## config.mk

```make
export PLATFORM = sky130hd
export DESIGN_NAME = sbit_alu
export DESIGN_NICKNAME = d
export VERILOG_FILES = /design/src/rtl/sbit_pkg.sv /design/src/rtl/sbit_opsel.sv /design/src/rtl/sbit_barrel.sv /design/src/rtl/sbit_bitlogic.sv /design/src/rtl/sbit_alu.sv
export SDC_FILE = /design/constraint.sdc
export NUM_CORES = 1
export LEC_CHECK = 0
export BUFFER_PORTS_ARGS = -buffer_cell sky130_fd_sc_hd__buf_2
export CORE_ASPECT_RATIO = 1.25
export CORE_MARGIN = 1
export CORE_UTILIZATION = 25
export DETAILED_ROUTE_END_ITERATION = 8
export SKIP_LAST_GASP = 1
export SLEW_MARGIN = 10
export SYNTH_ARGS = -nofsm -noshare
export SYNTH_HDL_FRONTEND = slang
export SYNTH_SLANG_ARGS = --single-unit
```

## constraint.sdc

```tcl
create_clock -name clk_i -period 8.92 [get_ports clk_i]
set_input_delay 0.892 -clock clk_i [delete_from_list [all_inputs] [get_ports clk_i]]
set_output_delay 0.892 -clock clk_i [all_outputs]
set_load 0.1 [all_outputs]
```

## src/rtl/sbit_pkg.sv

```systemverilog
package sbit_pkg;

  typedef enum logic [2:0] {
    OP_SHL  = 3'd0,
    OP_SHR  = 3'd1,
    OP_BSET = 3'd2,
    OP_BCLR = 3'd3,
    OP_BINV = 3'd4,
    OP_BEXT = 3'd5
  } sbit_op_e;

  function automatic logic op_uses_mask(input logic [2:0] op);
    return (op == OP_BSET) || (op == OP_BCLR) || (op == OP_BINV);
  endfunction

  function automatic logic op_shifts_right(input logic [2:0] op);
    return (op == OP_SHR) || (op == OP_BEXT);
  endfunction

endpackage

```

## src/rtl/sbit_opsel.sv

```systemverilog
module sbit_opsel
  import sbit_pkg::*;
#(
  parameter int XLEN = 32,
  parameter int IDXW = $clog2(XLEN)
) (
  input  logic [2:0]      op_i,
  input  logic            idx_imm_sel_i,
  input  logic [XLEN-1:0] src_a_i,
  input  logic [XLEN-1:0] src_b_i,
  input  logic [IDXW-1:0] imm_i,
  output logic [XLEN-1:0] shift_data_o,
  output logic [IDXW-1:0] shift_amt_o,
  output logic            shift_right_o
);

  localparam logic [XLEN-1:0] ONE_WORD = XLEN'(1);

  logic [IDXW-1:0] reg_idx;

  // The register form uses the operand modulo the width.
  assign reg_idx = IDXW'(src_b_i % XLEN);

  always_comb begin
    shift_amt_o   = idx_imm_sel_i ? imm_i : reg_idx;
    shift_data_o  = op_uses_mask(op_i) ? ONE_WORD : src_a_i;
    shift_right_o = op_shifts_right(op_i);
  end

endmodule

```

## src/rtl/sbit_barrel.sv

```systemverilog
module sbit_barrel #(
  parameter int XLEN = 32,
  parameter int IDXW = $clog2(XLEN)
) (
  input  logic [XLEN-1:0] data_i,
  input  logic [IDXW-1:0] amt_i,
  input  logic            right_i,
  output logic [XLEN-1:0] data_o
);

  logic [XLEN-1:0] data_rev;
  logic [XLEN-1:0] core_in;
  logic [XLEN-1:0] core_out;
  logic [XLEN-1:0] core_rev;
  logic [XLEN-1:0] stage [IDXW+1];

  // A left shift is a right shift of the bit-reversed word.
  for (genvar i = 0; i < XLEN; i++) begin : g_rev
    assign data_rev[i] = data_i[XLEN-1-i];
    assign core_rev[i] = core_out[XLEN-1-i];
  end

  assign core_in  = right_i ? data_i : data_rev;
  assign stage[0] = core_in;

  for (genvar k = 0; k < IDXW; k++) begin : g_stage
    assign stage[k+1] = amt_i[k] ? (stage[k] >> (1 << k)) : stage[k];
  end

  assign core_out = stage[IDXW];
  assign data_o   = right_i ? core_out : core_rev;

endmodule

```

## src/rtl/sbit_bitlogic.sv

```systemverilog
module sbit_bitlogic
  import sbit_pkg::*;
#(
  parameter int XLEN = 32
) (
  input  logic [2:0]      op_i,
  input  logic [XLEN-1:0] src_a_i,
  input  logic [XLEN-1:0] shifted_i,
  output logic [XLEN-1:0] result_o
);

  always_comb begin
    unique case (op_i)
      OP_SHL,
      OP_SHR:  result_o = shifted_i;
      OP_BSET: result_o = src_a_i | shifted_i;
      OP_BCLR: result_o = src_a_i & ~shifted_i;
      OP_BINV: result_o = src_a_i ^ shifted_i;
      OP_BEXT: result_o = {{(XLEN-1){1'b0}}, shifted_i[0]};
      default: result_o = '0;
    endcase
  end

endmodule

```

## src/rtl/sbit_alu.sv

```systemverilog
module sbit_alu
  import sbit_pkg::*;
#(
  parameter int XLEN = 32,
  parameter int IDXW = $clog2(XLEN)
) (
  input  logic            clk_i,
  input  logic            rst_i,
  input  logic            in_valid_i,
  input  logic [2:0]      op_i,
  input  logic            idx_imm_sel_i,
  input  logic [XLEN-1:0] src_a_i,
  input  logic [XLEN-1:0] src_b_i,
  input  logic [IDXW-1:0] imm_i,
  output logic            valid_o,
  output logic [XLEN-1:0] result_o
);

  logic [XLEN-1:0] shift_data;
  logic [IDXW-1:0] shift_amt;
  logic            shift_right;
  logic [XLEN-1:0] shift_out;
  logic [XLEN-1:0] comb_result;

  sbit_opsel #(.XLEN(XLEN), .IDXW(IDXW)) opsel_i (
    .op_i          (op_i),
    .idx_imm_sel_i (idx_imm_sel_i),
    .src_a_i       (src_a_i),
    .src_b_i       (src_b_i),
    .imm_i         (imm_i),
    .shift_data_o  (shift_data),
    .shift_amt_o   (shift_amt),
    .shift_right_o (shift_right)
  );

  sbit_barrel #(.XLEN(XLEN), .IDXW(IDXW)) barrel_i (
    .data_i  (shift_data),
    .amt_i   (shift_amt),
    .right_i (shift_right),
    .data_o  (shift_out)
  );

  sbit_bitlogic #(.XLEN(XLEN)) logic_i (
    .op_i      (op_i),
    .src_a_i   (src_a_i),
    .shifted_i (shift_out),
    .result_o  (comb_result)
  );

  always_ff @(posedge clk_i) begin
    if (rst_i) begin
      valid_o  <= 1'b0;
      result_o <= '0;
    end else begin
      valid_o <= in_valid_i;
      if (in_valid_i) begin
        result_o <= comb_result;
      end
    end
  end


  valid_follow_chk: assert property (@(posedge clk_i) disable iff (rst_i)
    in_valid_i |=> valid_o);


  result_hold_chk: assert property (@(posedge clk_i) disable iff (rst_i)
    !in_valid_i |=> ($stable(result_o) && !valid_o));


  set_bit_chk: assert property (@(posedge clk_i) disable iff (rst_i)
    (in_valid_i && op_i == OP_BSET) |=> result_o[$past(shift_amt)]);


  clr_bit_chk: assert property (@(posedge clk_i) disable iff (rst_i)
    (in_valid_i && op_i == OP_BCLR) |=> !result_o[$past(shift_amt)]);


  ext_upper_zero_chk: assert property (@(posedge clk_i) disable iff (rst_i)
    (in_valid_i && op_i == OP_BEXT) |=> (result_o[XLEN-1:1] == '0));


  mask_onehot_chk: assert property (@(posedge clk_i) disable iff (rst_i)
    (in_valid_i && op_uses_mask(op_i)) |-> $onehot(shift_out));

endmodule

```

==> results.json <==
{
  "dr.first_iter.drc_count": 664,
  "seq_area_um2": 660.6,
  "final-hold-violation-count": 0,
  "drc": 0,
  "drive_gt1_frac": 0.1655,
  "synth_most_common_cell": "nand2_1",
  "ys.flop_type": "dfxtp_1",
  "worstPathCellList": "buf_2 -> buf_4 -> nor2b_4 -> buf_4 -> a221oi_1 -> mux4_2 -> a211oi_1 -> nand2_1 -> a21oi_1 -> mux2i_1 -> ha_1 -> nand2_1 -> o21ai_0 -> a22oi_1 -> o21ai_0 -> a221o_1",
  "powerDensity_mw_per_mm2": 122.8,
  "syn_avg_cell_area_um2": 6.989,
  "ys_seq_area_frac": 0.1166,
  "ant_nets": 0,
  "coreArea_mm2": 0.02221,
  "r2r_start": "result_o[6]",
  "ios": 109,
  "syn_area_mm2": 0.005668,
  "via_count": 6832,
  "io_buffers": 81,
  "synth_common_cells": "nand2_1, nor2_1, nand3_1, clkbuf_1",
  "rows": 61,
  "hpwl_mm": 18.23,
  "cts_root_buf": "clkbuf_16",
  "maxCapViolCount": 0,
  "period_needed_ns": 5.333,
  "rrSetupSlack_ns": 8.07,
  "nNetsFinal": 965,
  "grt_first_pass_wirelength_mm": 37.54,
  "synth_area_leaders": "dfxtp_1, ha_1, mux2i_1",
  "totalPowerFinal_mw": 0.7920,
  "crit_end": "result_o[20]",
  "ir_worst_vdd_uv": 67.69,
  "h-tree-depth": 2,
  "first_pass_iters": 6,
  "post-route-util": 0.2904,
  "yosysWarningCount": 0,
  "critical_path_class": "in2reg",
  "grt_max_degree": 82,
  "r2r-end": "result_o[6]",
  "wl_mm": 24.29,
  "antenna_found_initial": 1,
  "synth_area_leader_cell": "dfxtp_1",
  "die_y_um": 170.3,
  "postSynthCellCount": 811,
  "total_leakage_power_nw": 2.591,
  "die_area_mm2": 0.02328,
  "design_area_mm2": 0.006449,
  "end_kind": "register",
  "min_period_over_period": 0.5979,
  "finClkSkew_ns": 0,
  "clk_path_buf_depth": 2,
  "wl_per_cell_um": 21.49,
  "grt_pass1_vias": 6433,
  "gp_congestion": 0.9703,
  "async_flop_share": 0,
  "grt_overflow": 0,
  "cts_resized": 0,
  "slew_viol_final": 0,
  "postPlaceCellArea_mm2": 0.006304,
  "status": "finished, final reports clean",
  "syn_to_final_growth_pct": 13.77,
  "synth_edf_count": 0,
  "cp-startpoint": "op_i[0]",
  "n_fill_cell": 2457,
  "clkTransAtPathRegs_ns": 0.06,
  "multi_input_comb_area_mm2": 0.004654,
  "fin_cells": 1130,
  "critPathLaunchType": "input pin",
  "critPathSlowestCell": "nor2b_4",
  "max_freq_mhz": 187.5,
  "synth_top_area_share": 0.1166,
  "r2r_cells": 4,
  "max_slew_margin": 0.3167,
  "synth.distinct_cells": 66,
  "grt_setup_unrepaired": "no",
  "die_w_um": 136.7,
  "grt.total_usage": 0.2104,
  "post_cts_buffers": 0,
  "cts_buffers": 5,
  "fin_setup_tns_ns": 0,
  "worstMarginPinSlew_ns": 1.021,
  "synth_nets": 931,
  "dp.cells": 1121,
  "cp.arrival_ns": 5.51,
  "cts_tree": "built",
  "clock_sinks": 33,
  "post_drt_via_cell_ratio": 6.046,
  "crit_required_ns": 9.10,
  "max_stage_delay_ns": 0.66,
  "ys_seq_elements": 33,
  "setup_viol": 0,
  "clock_latency_ns": 0.29,
  "hold_class": "reg2reg",
  "cts_hold_buf": 0,
  "start_util": 0.2552,
  "crit_fanout": 62
}
==> kinds of logic (layout without fill, tap and decap cells) <==
kind of cell | count (synthesis) | count (layout) | synth area share
fa+ha+maj | 44 | 44 | 0.09713
buf+inv | 98 | 133 | 0.06909
compound gates | 282 | 282 | 0.3338
mux | 62 | 62 | 0.1223
simple gates | 292 | 292 | 0.2611
other cells | 0 | 1 | 0
flops | 33 | 33 | 0.1166
==> metal layers <==
| layer | vias to the layer above | routed length [µm] | track usage | part of all wire |
|---|---|---|---|---|
| met5 | - | 0 | 0 | 0 |
| li1 | 3178 | - | - | - |
| met3 | 76 | 1586 | 0.02592 | 0.065 |
| met4 | 0 | 1223 | 0.1164 | 0.050 |
| met2 | 329 | 11720 | 0.3544 | 0.48 |
| met1 | 3249 | 9758 | 0.2564 | 0.40 |
==> layout by cell type (no fill, tap or decap), drive strengths merged, types with 15 or more instances in the layout <==
cell,instances
a21oi,46
a221oi,19
a22oi,27
buf,98
dfxtp,33
ha,44
inv,26
mux2,18
mux2i,40
nand2,86
nand3,53
nand4,15
nor2,63
o211ai,24
o21ai,83
==> worst max-delay path: cells and delay by family <==
kind | cells | cell delay [ns]
muxes | 2 | 0.71
adders and majority gates | 1 | 0.32
and+or+nand+nor | 3 | 0.83
buffers and inverters | 3 | 1.01
AOI/OAI and AO/OA | 7 | 1.72
==> state kept, by name (all words and copies together), names as in the netlist <==
signal	flops
valid_o	1
result_o	32
==> cell type report <==
type                    instances  area share
flip-flops and latches         33      0.1024
inverters                      27     0.01572
clock buffers                   5     0.01940
repair buffers                 98     0.08265
well taps                     283     0.05491
clock inverters                 3    0.002716
diodes                          1   0.0003880
multi-input cells             680      0.7218
==> worst min path at each step <==
stage,start,to,cells after the start
after global routing,result_o[25],result_o[25],2
final,result_o[25],result_o[25],2
after global placement,result_o[25],result_o[25],2
after detailed placement,result_o[25],result_o[25],2
after CTS,result_o[25],result_o[25],2
after floorplan,result_o[25],result_o[25],2
==> stage by stage <==
stage / setup slack [ns] / hold WS (ns)
4_1_cts: 3.687 / 0.4638
6_report: 3.587 / 0.4608
3_5_place_dp: 3.395 / 0.4472
3_3_place_gp: 3.438 / 0.4449
2_1_floorplan: 4.876 / 0.8744
5_1_grt: 3.300 / 0.4730
==> report_power, final <==
group	switching, mW	internal, mW
Combinational	0.315	0.134
Sequential	0.00526	0.157
Clock	0.0783	0.103
(Power assumes the default switching activity.)
